**config.mk**
```make
export PLATFORM = sky130hd
export DESIGN_NAME = tmr_timebase
export DESIGN_NICKNAME = d
export VERILOG_FILES = /design/src/rtl/tmr_pkg.sv /design/src/rtl/tmr_prescaler.sv /design/src/rtl/tmr_counter.sv /design/src/rtl/tmr_smpclk.sv /design/src/rtl/tmr_timebase.sv
export SDC_FILE = /design/constraint.sdc
export NUM_CORES = 1
export LEC_CHECK = 0
export BUFFER_PORTS_ARGS = -buffer_cell sky130_fd_sc_hd__buf_4
export CELL_PAD_IN_SITES_DETAIL_PLACEMENT = 1
export CELL_PAD_IN_SITES_GLOBAL_PLACEMENT = 1
export CORE_UTILIZATION = 44
export CTS_CLUSTER_DIAMETER = 30
export DETAILED_ROUTE_END_ITERATION = 16
export PLACE_DENSITY = 0.76
export SYNTH_ARGS = -nofsm -noshare
export SYNTH_HDL_FRONTEND = slang
export SYNTH_SLANG_ARGS = --single-unit
```
**constraint.sdc**
```tcl
create_clock -name clk -period 3.16 [get_ports clk]
set_input_delay 0.316 -clock clk [delete_from_list [all_inputs] [get_ports clk]]
set_output_delay 0.316 -clock clk [all_outputs]
set_load 0.01 [all_outputs]
```
**src/rtl/tmr_pkg.sv**
```systemverilog
package tmr_pkg;

    localparam int CTRL_BITS = 7;

    typedef enum logic [1:0] {
        SEL_CTRL = 2'd0,
        SEL_STAT = 2'd1,
        SEL_PSC  = 2'd2,
        SEL_RLD  = 2'd3
    } reg_sel_e;

    typedef enum logic [1:0] {
        SMP_DIV1 = 2'd0,
        SMP_DIV2 = 2'd1,
        SMP_DIV4 = 2'd2,
        SMP_RSVD = 2'd3
    } smp_div_e;

    typedef struct packed {
        smp_div_e smp_div;   // 6:5
        logic     ovf_only;  // 4
        logic     upd_off;   // 3
        logic     buf_rld;   // 2
        logic     one_shot;  // 1
        logic     run;       // 0
    } ctrl_t;

    function automatic logic [15:0] ctrl_word(input ctrl_t c);
        return {{(16-CTRL_BITS){1'b0}}, c};
    endfunction

endpackage

```
**src/rtl/tmr_prescaler.sv**
```systemverilog
module tmr_prescaler #(
    parameter int W = 16
) (
    input  logic         clk,
    input  logic         rst,
    input  logic         run,
    input  logic         reinit,
    input  logic         uev,
    input  logic [W-1:0] psc_pre,
    output logic         tick,
    output logic [W-1:0] psc_sh,
    output logic [W-1:0] psc_cnt
);
    assign tick = run && (psc_cnt == psc_sh);

    always_ff @(posedge clk) begin
        if (rst) begin
            psc_cnt <= '0;
            psc_sh  <= '0;
        end else begin
            if (uev)
                psc_sh <= psc_pre;
            if (reinit)
                psc_cnt <= '0;
            else if (run)
                psc_cnt <= tick ? '0 : psc_cnt + 1'b1;
        end
    end

    // between ticks the phase advances by exactly one
    a_r2_phase_step: assert property (@(posedge clk) disable iff (rst)
        (run && !reinit && !tick) |=> (psc_cnt == $past(psc_cnt) + 1'b1));

endmodule

```
**src/rtl/tmr_counter.sv**
```systemverilog
module tmr_counter #(
    parameter int W = 16
) (
    input  logic         clk,
    input  logic         rst,
    input  logic         tick,
    input  logic         reinit,
    input  logic         uev,
    input  logic         wr_rld,
    input  logic         buf_rld,
    input  logic [W-1:0] rld_data,
    output logic [W-1:0] cnt,
    output logic         ovf,
    output logic [W-1:0] arr_act,
    output logic [W-1:0] arr_pre
);
    localparam logic [W-1:0] RLD_RST = '1;

    assign ovf = tick && !reinit && (cnt == arr_act);

    always_ff @(posedge clk) begin
        if (rst) begin
            cnt     <= '0;
            arr_act <= RLD_RST;
            arr_pre <= RLD_RST;
        end else begin
            if (reinit)
                cnt <= '0;
            else if (tick)
                cnt <= (cnt == arr_act) ? '0 : cnt + 1'b1;

            if (wr_rld)
                arr_pre <= rld_data;

            if (wr_rld && !buf_rld)
                arr_act <= rld_data;
            else if (uev)
                arr_act <= arr_pre;
        end
    end

    // an overflow tick leaves the counter at zero
    a_r3_wrap_zero: assert property (@(posedge clk) disable iff (rst)
        ovf |=> (cnt == '0));

    // an unbuffered reload write is live on the next cycle
    a_r4_direct_rld: assert property (@(posedge clk) disable iff (rst)
        (wr_rld && !buf_rld) |=> (arr_act == $past(rld_data)));

endmodule

```
**src/rtl/tmr_smpclk.sv**
```systemverilog
module tmr_smpclk
    import tmr_pkg::*;
(
    input  logic     clk,
    input  logic     rst,
    input  smp_div_e div,
    output logic     tick
);
    logic [1:0] phase;

    always_ff @(posedge clk) begin
        if (rst) phase <= '0;
        else     phase <= phase + 2'd1;
    end

    always_comb begin
        unique case (div)
            SMP_DIV1: tick = 1'b1;
            SMP_DIV2: tick = phase[0];
            default:  tick = &phase;
        endcase
    end

    // in divide-by-4 the enable never appears on two adjacent clocks
    a_r11_div4_gap: assert property (@(posedge clk) disable iff (rst)
        (tick && div == SMP_DIV4 && $stable(div)) |=> !tick || (div != SMP_DIV4));

endmodule

```
**src/rtl/tmr_timebase.sv**
```systemverilog
module tmr_timebase
    import tmr_pkg::*;
#(
    parameter int CNT_W = 16
) (
    input  logic             clk,
    input  logic             rst,
    input  logic             wr_en,
    input  logic [1:0]       wr_addr,
    input  logic [CNT_W-1:0] wr_data,
    input  logic [1:0]       rd_addr,
    output logic [CNT_W-1:0] rd_data,
    input  logic             sw_upd_i,
    input  logic             slv_rst_i,
    output logic [CNT_W-1:0] cnt_o,
    output logic             upd_evt_o,
    output logic             upd_flag_o,
    output logic             smp_tick_o
);
    ctrl_t            ctrl_q;
    logic [CNT_W-1:0] psc_pre, psc_sh, psc_cnt, arr_act, arr_pre;
    logic             tick, ovf, reinit, uev, flag_set;
    logic             wr_ctrl, wr_stat, wr_psc, wr_rld;

    assign wr_ctrl  = wr_en && (reg_sel_e'(wr_addr) == SEL_CTRL);
    assign wr_stat  = wr_en && (reg_sel_e'(wr_addr) == SEL_STAT);
    assign wr_psc   = wr_en && (reg_sel_e'(wr_addr) == SEL_PSC);
    assign wr_rld   = wr_en && (reg_sel_e'(wr_addr) == SEL_RLD);

    assign reinit   = sw_upd_i || slv_rst_i;
    assign uev      = !ctrl_q.upd_off && (ovf || reinit);
    assign flag_set = uev && (ovf || !ctrl_q.ovf_only);

    tmr_prescaler #(.W(CNT_W)) u_psc (
        .clk     (clk),
        .rst     (rst),
        .run     (ctrl_q.run),
        .reinit  (reinit),
        .uev     (uev),
        .psc_pre (psc_pre),
        .tick    (tick),
        .psc_sh  (psc_sh),
        .psc_cnt (psc_cnt)
    );

    tmr_counter #(.W(CNT_W)) u_cnt (
        .clk      (clk),
        .rst      (rst),
        .tick     (tick),
        .reinit   (reinit),
        .uev      (uev),
        .wr_rld   (wr_rld),
        .buf_rld  (ctrl_q.buf_rld),
        .rld_data (wr_data),
        .cnt      (cnt_o),
        .ovf      (ovf),
        .arr_act  (arr_act),
        .arr_pre  (arr_pre)
    );

    tmr_smpclk u_smp (
        .clk  (clk),
        .rst  (rst),
        .div  (ctrl_q.smp_div),
        .tick (smp_tick_o)
    );

    always_ff @(posedge clk) begin
        if (rst) begin
            ctrl_q     <= '0;
            psc_pre    <= '0;
            upd_flag_o <= 1'b0;
            upd_evt_o  <= 1'b0;
        end else begin
            if (wr_ctrl)
                ctrl_q <= ctrl_t'(wr_data[CTRL_BITS-1:0]);
            if (uev && ctrl_q.one_shot)
                ctrl_q.run <= 1'b0;
            if (wr_psc)
                psc_pre <= wr_data;
            if (flag_set)
                upd_flag_o <= 1'b1;
            else if (wr_stat && !wr_data[0])
                upd_flag_o <= 1'b0;
            upd_evt_o <= uev;
        end
    end

    always_comb begin
        unique case (reg_sel_e'(rd_addr))
            SEL_CTRL: rd_data = CNT_W'(ctrl_word(ctrl_q));
            SEL_STAT: rd_data = {{(CNT_W-1){1'b0}}, upd_flag_o};
            SEL_PSC:  rd_data = psc_pre;
            default:  rd_data = arr_pre;
        endcase
    end

    // one-shot update stops the counter
    a_r5_one_shot_stop: assert property (@(posedge clk) disable iff (rst)
        (uev && ctrl_q.one_shot) |=> !ctrl_q.run);

    // strobes restart counter and prescaler phase
    a_r6_reinit_zero: assert property (@(posedge clk) disable iff (rst)
        reinit |=> (cnt_o == '0 && psc_cnt == '0));

    // suppressed updates leave the shadow prescaler alone
    a_r7_shadow_hold: assert property (@(posedge clk) disable iff (rst)
        ctrl_q.upd_off |=> $stable(psc_sh));

    // overflow-only source never sets the flag without an overflow
    a_r8_ovf_only_flag: assert property (@(posedge clk) disable iff (rst)
        (ctrl_q.ovf_only && !ovf && !upd_flag_o) |=> !upd_flag_o);

    // the event pulse follows an update condition
    a_r10_pulse_src: assert property (@(posedge clk) disable iff (rst)
        $rose(upd_evt_o) |-> $past(!ctrl_q.upd_off));

endmodule

```
* After elaboration in Yosys (flattened, before gate mapping)
Index checks and enable logic that the tools add are counted.
** Cells by class
- Add/subtract/negate cells :: 3
- Equal/unequal tests :: 8
- Muxes and demuxes :: 8
- Reductions and logical operators :: 28
** Operators by type and width (count)
- $mux W16 :: 4
- $pmux W16 S3 :: 1
- $add A16 B1 Y16 const B :: 2
- $eq A16 B16 Y1 :: 2
- $logic_and A1 B1 Y1 :: 12
- $eq A2 B1 Y1 const B :: 3
- $eq A2 B2 Y1 const B :: 3
- $logic_not A2 Y1 :: 3
- $logic_not A1 Y1 :: 5
- $reduce_bool A2 Y1 :: 2
- $reduce_or A2 Y1 :: 2
- $logic_or A1 B1 Y1 :: 3
- $add A2 B1 Y2 const B :: 1
- $mux W1 :: 2
- $pmux W1 S2 :: 1
- $reduce_and A2 Y1 :: 1
** Storage, ports and cells
- Flip-flop bits (word level) :: 107
- Input bits :: 25
- Output and inout port bits :: 35
- Word-level logic and storage cells :: 62

* Longest topological paths before layout
Gate-level depths: netlist of run 1.
- Depth in word-level cells :: 8
- Depth in mapped cells :: 9
- Depth with buffers taken out :: 7

* Hierarchy
From an unflattened synthesis of run 1, not the netlist that was laid out.
** Second synthesis, totals
- Cells, all modules :: 544
- Area, all modules :: 5002.3 um^2
** By module, submodules not included
- tmr_counter :: instances 1, cells an instance 242, area an instance 2227.1 um^2, seq. area each 960.9 um^2
- tmr_prescaler :: instances 1, cells an instance 151, area an instance 1436.4 um^2, seq. area each 640.6 um^2
- tmr_timebase :: instances 1, cells an instance 143, area an instance 1260.0 um^2, seq. area each 500.5 um^2
- tmr_smpclk :: instances 1, cells an instance 8, area an instance 78.8 um^2, seq. area each 40.0 um^2

* Worst setup path before layout of run 1
No wires, ideal clock.
- Kind :: reg-to-reg
- Start :: register u_psc.psc_cnt[0]
- End :: register u_cnt.cnt[12]
- Library setup time :: 0.070 ns
- Arrival time :: 2.174 ns
- Required time :: 3.090 ns
- Slack :: 0.916 ns
- Stages on the path, launching flop included :: 7
- Buffers on the path :: 0
- Clock period less this slack :: 2.244 ns
- Cells stage by stage :: dfxtp_1 xnor2_1 nand4_1 or4_4 or3_4 or4_1 a21oi_1
** On the way
- Cells in the longest elaborated chain, start to end :: 2
** Ends and longest elaborated chain
- start, declared :: RTL line tmr_prescaler.sv:12 : output logic [W-1:0] psc_cnt
- start signal, assigned :: RTL line tmr_prescaler.sv:26 : psc_cnt <= tick ? '0 : psc_cnt + 1'b1;
- $eq A16 B16 Y1 :: RTL line tmr_prescaler.sv:14 : assign tick = run && (psc_cnt == psc_sh);
- $logic_and A1 B1 Y1 :: RTL line tmr_prescaler.sv:14
- end signal, assigned :: RTL line tmr_counter.sv:30 : cnt <= (cnt == arr_act) ? '0 : cnt + 1'b1;
- end, declared :: RTL line tmr_counter.sv:12 : output logic [W-1:0] cnt,
Every way passes these cells.
A chain may end at the register's enable or synchronous reset.

* Final worst setup path of run 1
- Start :: register u_psc.psc_cnt[1]
- End :: register u_cnt.cnt[7]
The elaborated chain is that of the path after synthesis.

==> results of run 1 <==
[cells by family after synthesis]
kind of cell | after synthesis
flops | 107
simple gates | 248
mux | 55
xor+xnor | 52
buf+inv | 36
compound gates | 69
fa+ha+maj | 3
[power groups by stage]
stage	Combinational, mW	Clock, mW	Sequential, mW
detailed placement	0.286	0	1.45
global placement	0.277	0	1.45
finish	0.288	1.12	1.42
CTS	0.289	1.14	1.42
floorplan	0.179	0	1.44
global route	0.313	1.18	1.43
[area by class of cell]
type                            instances  area (µm²)
Clock buffer                           10       229.0
Clock inverter                          6       65.06
Fill cell                            1300        5150
Inverter                                4       15.01
Multi-Input combinational cell        427        2699
Sequential cell                       107        2142
Tap cell                              140       175.2
Timing Repair Buffer                   66       508.0
[worst min-delay path by stage]
stage | endpoint | slack (ns)
final | u_cnt.arr_pre[13] | 0.20
after global routing | u_cnt.arr_pre[7] | 0.21
after CTS | u_cnt.arr_pre[13] | 0.19
after detailed placement | u_smp.phase[0] | 0.44
after global placement | u_smp.phase[0] | 0.43
after floorplan | u_smp.phase[0] | 0.42
[metrics by stage]
step | cells | util (%)
2_1_floorplan | 570 | -
3_3_place_gp | 744 | 50.43
3_5_place_dp | 744 | 50.43
4_1_cts | 760 | 53.11
5_1_grt | 760 | 53.11
6_report | 760 | 53.11
[Yosys cell counts (12+ instances only)]
master    count  share of area, %
nand3_1      12               1.2
mux2i_1      48               9.6
nand4_1      14               1.7
nand3b_1     18               2.7
nor2b_1      12               1.5
nand2_1      83               6.2
clkbuf_1     21               1.6
dfxtp_1     107                43
xnor2_1      12               2.1
a21oi_1      47               4.7
nor2_1       71               5.3
xor2_1       37               6.5
[registers in the layout, summed over array words and instances (netlist names)]
register	count
u_cnt.arr_pre	16
u_cnt.cnt	16
u_psc.psc_sh	16
ctrl_q	7
upd_flag_o	1
upd_evt_o	1
u_smp.phase	2
u_psc.psc_cnt	16
psc_pre	16
u_cnt.arr_act	16
[critical path: cells and delay by family (launching register included)]
kind	cells	cell delay, ns
simple gates	4	1.73
flops	1	0.45
xor+xnor	1	0.16
compound gates	1	0.15
[layer usage]
metal  GRT usage [%]  wire (µm)  up-vias
met2           44.85       7186       76
li1                -          -     2033
met1           33.46       6695     2067
met5               0          0        -
met3           4.124        430       15
met4           7.239        181        0
==> impl_summary.txt, run 1 <==
----------------------------------------------------
[Outcome]
  Outcome ... finished, final reports clean

[Placement]
  Cell Area, Placed ... 5539 µm²
  Post-detailed-placement half-perimeter wirelength ... 10230 µm
  Setup Slack @ Placement ... 0.6245 ns
  Placer Congestion ... 0.7879
  Port Buf Inserts ... 59

[Finish]
  Most used cells in the layout excluding fill and tap cells ... dfxtp_1, nand2_1, nor2_1, buf_4, mux2i_1
  Post-layout nets ... about 640
  Cell area after layout ... approximately 6000 µm²
  Antenna Cells ... 0
  Fraction of layout instances using a drive strength above 1 ... about 16%
  Layout overhead on the synthesized area ... 16.23%
  Most common cell after layout, fill and taps aside ... dfxtp_1

[Setup path]
  Crit-path max FO ... 10
  Kind of end point of the critical path ... register
  Cells along the critical path ... xor2_1 -> or4_1 -> nor3_2 -> nand2_1 -> or4_1 -> a21oi_1
  Cell mode on critical path ... or4_1
  CP max-delay cell ... or4_1
  CP Launch Type ... register
  Critical path capture point ... u_cnt.cnt[7]
  Crit path DAT ... approximately 2.8 ns
  R2r worst-path depth ... 6
  Internal reg-to-reg setup slack ... 0.60 ns
  Startpoint of the worst-slack reg-to-reg timing path ... u_psc.psc_cnt[1]
  Kind of critical path ... register to register
  Data required, critical path ... between 3 and 4 ns
  Delay of the slowest cell on the worst path ... 0.58 ns
  Crit Reg-Reg Endpoint ... u_cnt.cnt[7]
  Launching element of the worst setup path ... u_psc.psc_cnt[1]

[Clock tree]
  Resized Gates After CTS ... 0
  Clock tree from TritonCTS ... built
  Post-CTS Hold Fix Bufs ... 0
  TritonCTS sink count ... 107
  Total CTS buffers ... 9
  Max clock buf depth ... 2
  H-tree level count ... 3
  Later-pin clock latency in the skew report ... 0.35 ns
  Clock-pin slew of the registers on the worst-case setup and hold paths ... 0.07 ns
  Root Driver ... clkbuf_16
  Total setup buffers inserted after CTS ... 0

[Yosys]
  Sequential share of the synthesized area ... 42.68%
  Number of warnings reported in the yosys synthesis log ... 0
  Instance count of the mapped netlist ... between 500 and 600
  Arithmetic-cell share of the synthesized area counting full adders, half adders and majority gates ... less than 1%
  EDFF count, synth ... 0
  Largest family of logic cells by synthesized area ... simple AND/OR/NAND/NOR gates
  Total nets after synthesis ... 598
  Library cells used by synthesis ... 42
  Synth Register Bits ... 107
  Synth Cell Area ... 5019 µm²
  Mapped Avg Cell Area ... 8.804 µm²
  Post-synthesis compound-gate area fraction ... 7.853%
  Async S/R FF share, synth ... 0%
  Multiplexer fraction of the synthesized cell area ... 11.37%
  Fraction of synthesized cell area in xor and xnor cells ... 9.748%
  Most instantiated flip-flop cell in the synthesis netlist ... dfxtp_1
  Basic-gate share of the synthesized area counting and, or, nand and nor cells ... about a quarter

[Drt]
  Final WL ... 14490 µm
  Via count ... 4191
  Initial DRC count ... 209
  Iteration count of the initial detailed-routing pass ... 6
  Via-to-Cell Ratio ... 5.514
  Average wire per cell in the routed design ... 19.07 µm
  Post-DRT Antenna Nets ... 0
  DRC violations left ... 0

[Floorplan]
  Number of placement rows ... 38
  Initial core utilization ... between 40% and 50%
  Total Die Area ... 11840 µm²
  Die Ht ... 108.8 µm
  Chip Width ... 108.8 µm
  Placeable core region ... between 10000 and 15000 µm²
  Number of top-level pins ... 60

[STA]
  Slack of the critical path ... 0.6012 ns
  Relative slew slack ... 40.25%
  Final Slew Violations ... 0
  Actual slew at the worst max-slew pin ... a little under 0.9 ns
  # setup viols final ... 0
  Setup clock skew after layout ... between 0.006 and 0.007 ns
  Clock period minus worst slack ... 2.559 ns
  Tightest hold margin ... 0.1971 ns
  Final number of hold-violating endpoints ... 0
  Peak Freq ... 0.3908 GHz
  RSZ-0062 raised after global routing ... no
  Portion of the clock cycle consumed by the worst path in the final layout ... 80.97%
  Aggregate negative setup slack ... 0 ns

[Power]
  Leak pwr ... approximately 2.4 nW
  Share of total power in sequential cells ... between 50% and 60%
  Proportion of power drawn by combinational gates ... 10.2%
  Switching power as a share of total power ... 24.53%
  Internal Power ... 2.134 mW
  Cell Pwr Density ... 484.7 nW/µm²
  Switching power total ... 0.6937 mW
  Share of power burned in the clock network ... about two fifths
  Total power after layout ... 2.827 mW
  Worst ir drop on vdd ... 0.0003293 V

[Run]
  Count of maximum capacitance violations ... 0

[Hold path]
  Critical hold path startpoint ... wr_data[13]
  Worst Hold Class ... input pin to register
  Count of cells along the worst hold path ... 3

[GRT]
  Vias in the first global route ... 4306
  Global Route Usage Sum ... 25.99%
  Congestion Overflow GR ... 0
  Number of antenna violations at the first check in global routing ... 0
  Pin count of the biggest net entering global routing ... 64
  Wire length of the first global-routing pass ... 23270 µm

----------------------------------------------------
(Power assumes the default switching activity.)
==> inputs of run 2 (changes only) <==
ABC_AREA = 1   (was default)
CORE_UTILIZATION = 38   (was 44)
PLACE_DENSITY = 0.74   (was 0.76)
clock period = 2.2 ns   (was 3.16 ns; I/O delays follow)
==> run 2 against run 1 <==
Net effect:
- sequential power up 48%
- cell area up 13%
- first-iteration DRC count up 24%
- highest routed layer unchanged
- core utilization down 6.4 points
- critical path depth up 6
- clock power up 63%
==> impl_summary.txt, run 2 <==
----------------------------------------------------
[Outcome]
  Outcome ... finished, final reports clean (unchanged)

[Clock tree]
  Total CTS buffers ... 9 (unchanged)
  Later-pin clock latency in the skew report ... 0.36 ns (was 0.35 ns)
  Root Driver ... clkbuf_16 (unchanged)
  TritonCTS sink count ... 107 (unchanged)
  H-tree level count ... 3 (unchanged)
  Clock-pin slew of the registers on the worst-case setup and hold paths ... 0.08 ns (was 0.07 ns)
  Max clock buf depth ... 2 (unchanged)
  Clock tree from TritonCTS ... built (unchanged)

[Finish]
  Number of cells in the finished layout apart from fillers ... 1090 (was 760)
  Final design utilization ... 46.75% (was 53.11%)
  Post-layout nets ... 933 (was 643)
  Fraction of layout instances using a drive strength above 1 ... 12.75% (was 15.65%)
  Most common cell after layout, fill and taps aside ... nand2_1 (was dfxtp_1)
  Most used cells in the layout excluding fill and tap cells ... nand2_1, inv_1, nor2_1, dfxtp_1, a21oi_1 (was dfxtp_1, nand2_1, nor2_1, buf_4, mux2i_1)
  Fillcell total ... 1841 (was 1300)
  Layout overhead on the synthesized area ... 18.26% (was 16.23%)
  Antenna Cells ... 0 (unchanged)
  Multi-input logic area ... 2793 µm² (was 2699 µm²)
  Register Area ... 2147 µm² (was 2142 µm²)

[Setup path]
  Cell mode on critical path ... nand2_1 (was or4_1)
  CP Launch Type ... register (unchanged)
  Buffering stage count on the worst path with inverters included ... 2 (was 0)
  Cells along the critical path ... inv_1 -> nand2_1 -> nand2_1 -> nor2_1 -> nand2_1 -> nor2_1 -> nand2_1 -> o21bai_4 -> buf_12 -> nand3_1 -> nand2_1 -> nor2_1 (was xor2_1 -> or4_1 -> nor3_2 -> nand2_1 -> or4_1 -> a21oi_1)
  Delay of the slowest cell on the worst path ... 0.46 ns (was 0.58 ns)
  Crit path DAT ... 2.29 ns (was 2.84 ns)
  Launching element of the worst setup path ... u_cnt.cnt[1] (was u_psc.psc_cnt[1])
  Data required, critical path ... 2.46 ns (was 3.44 ns)
  Startpoint of the worst-slack reg-to-reg timing path ... u_cnt.cnt[1] (was u_psc.psc_cnt[1])
  Crit-path max FO ... 24 (was 10)
  CP max-delay cell ... dfxtp_1 (was or4_1)
  Kind of critical path ... register to register (unchanged)
  Family with the most delay on the worst path ... simple AND/OR/NAND/NOR gates (unchanged)
  Kind of end point of the critical path ... register (unchanged)

[GRT]
  Wire length of the first global-routing pass ... 29380 µm (was 23270 µm)
  Congestion Overflow GR ... 0 (unchanged)
  Global Route Usage Sum ... 25.20% (was 25.99%)
  Pin count of the biggest net entering global routing ... 49 (was 64)
  Vias in the first global route ... 5657 (was 4306)
  Number of antenna violations at the first check in global routing ... 0 (unchanged)

[Drt]
  Initial DRC count ... 260 (was 209)
  Via count ... 5676 (was 4191)
  Final WL ... 17840 µm (was 14490 µm)
  Average wire per cell in the routed design ... 16.37 µm (was 19.07 µm)
  Via-to-Cell Ratio ... 5.207 (was 5.514)
  DRC violations left ... 0 (unchanged)
  Post-DRT Antenna Nets ... 0 (unchanged)
  Iteration count of the initial detailed-routing pass ... 4 (was 6)

[Floorplan]
  Initial core utilization ... 39.53% (was 45.69%)
  Die Ht ... 122.9 µm (was 108.8 µm)
  Chip Width ... 122.9 µm (was 108.8 µm)
  Number of placement rows ... 43 (was 38)
  Number of top-level pins ... 60 (unchanged)
  Total Die Area ... 15100 µm² (was 11840 µm²)
  Placeable core region ... 14040 µm² (was 10980 µm²)

[Yosys]
  Instance count of the mapped netlist ... 853 (was 570)
  Sequential share of the synthesized area ... 38.58% (was 42.68%)
  Library cells used by synthesis ... 35 (was 42)
  Async S/R FF share, synth ... 0% (unchanged)
  Total nets after synthesis ... 881 (was 598)
  Number of warnings reported in the yosys synthesis log ... 0 (unchanged)
  Most frequent cell after synthesis ... nand2_1 (was dfxtp_1)
  Synth Cell Area ... 5552 µm² (was 5019 µm²)
  EDFF count, synth ... 0 (unchanged)
  Ranking of synthesized cells by area ... dfxtp_1, nand2_1, nor2_1, inv_1, a21oi_1 (was dfxtp_1, mux2i_1, xor2_1, nand2_1, nor2_1)
  Area leader, netlist ... dfxtp_1 (unchanged)
  Area share of the largest cell type after synthesis ... 38.58% (was 42.68%)
  Most numerous cell types in the synthesized netlist ... nand2_1, nor2_1, inv_1 (was dfxtp_1, nand2_1, nor2_1)
  Synth Register Bits ... 107 (unchanged)
  Most instantiated flip-flop cell in the synthesis netlist ... dfxtp_1 (unchanged)
  Mapped Avg Cell Area ... 6.508 µm² (was 8.804 µm²)

[STA]
  Clock period minus worst slack ... 2.035 ns (was 2.559 ns)
  Final number of hold-violating endpoints ... 0 (unchanged)
  Aggregate negative setup slack ... 0 ns (unchanged)
  RSZ-0062 raised after global routing ... no (unchanged)
  Actual slew at the worst max-slew pin ... 0.6638 ns (was 0.8929 ns)
  # setup viols final ... 0 (unchanged)
  Portion of the clock cycle consumed by the worst path in the final layout ... 92.49% (was 80.97%)
  Peak Freq ... 0.4915 GHz (was 0.3908 GHz)
  Relative slew slack ... 55.64% (was 40.25%)
  Setup clock skew after layout ... 0.006726 ns (was 0.006880 ns)
  Final Slew Violations ... 0 (unchanged)

[Hold path]
  Critical hold path startpoint ... wr_data[13] (unchanged)
  Worst Hold Class ... input pin to register (unchanged)

[Placement]
  Post-detailed-placement half-perimeter wirelength ... 13070 µm (was 10230 µm)
  Port Buf Inserts ... 59 (unchanged)
  Placer Congestion ... 0.8640 (was 0.7879)
  Number of cells in the design after placement ... 1073 (was 744)

[Power]
  Cell Pwr Density ... 693.4 nW/µm² (was 484.7 nW/µm²)
  Worst ir drop on vdd ... 0.0003617 V (was 0.0003293 V)
  Leak pwr ... 3.098 nW (was 2.402 nW)

[Run]
  Count of maximum capacitance violations ... 0 (unchanged)

----------------------------------------------------
## run 2: stage by stage
stage                     area [µm²]  total power [mW]  hold slack, ns  setup WS [ns]
final                           6565             4.552         0.09674         0.1652
after CTS                       6528             4.579         0.09669        0.03054
after floorplan                 5552             2.523          0.3464         0.5373
after global routing            6565             4.765          0.1141        0.01417
after global placement          6196             2.744          0.4301        0.08770
after detailed placement        6196             2.766          0.4479        0.02474
## run 2: report_power, final
part           internal, mW  switching (mW)
registers              2.03          0.0656
logic                 0.243           0.398
clock network          1.04           0.781
total                  3.31            1.24
## run 2: logic make-up after synthesis
family,synth area share [%]
and+or+nand+nor,30.85
buffers and inverters,11.38
AOI/OAI and AO/OA,14.72
DFF,38.58
xor gates and xnor gates,3.786
adders and majority gates,0.6762
## run 2: worst paths after layout
| check | endpoint | slack, ns | cells after the start |
|---|---|---|---|
| setup reg to reg | u_psc.psc_sh[15] | 0.17 | 12 |
| hold / removal | u_cnt.arr_pre[13] | 0.1 | 3 |
| hold reg to reg | u_smp.phase[0] | 0.46 | 1 |
| setup / recovery | u_psc.psc_sh[15] | 0.17 | 12 |
## run 2: area by class of cell
class | count | area share [%]
multi-input combinational | 585 | 42.54
sequential | 107 | 32.70
timing repair buffer | 76 | 9.148
inverter | 126 | 7.204
clock buffer | 11 | 3.697
tap | 180 | 3.431
clock inverter | 5 | 1.277
## run 2: worst min-delay path: stages
cell	delay (ns)
buf_4	0.09
a21oi_1	0.05
o21ai_0	0.06
## run 2: metal layers
layer  global-route usage (%)  up-vias  routed length [µm]
li1                         -     2819                   -
met1                    35.45     2753                8735
met2                    39.54       83                8263
met3                    3.346       21                 581
met4                    8.232        0                 260
met5                        0        -                   0
## run 2: what timing repair did
action	CTS	global route
pin swaps	0	1
setup buffers	0	0
hold buffers	0	0
resized for setup	1	6
endpoints found under the setup margin	1	33
cloned	0	1
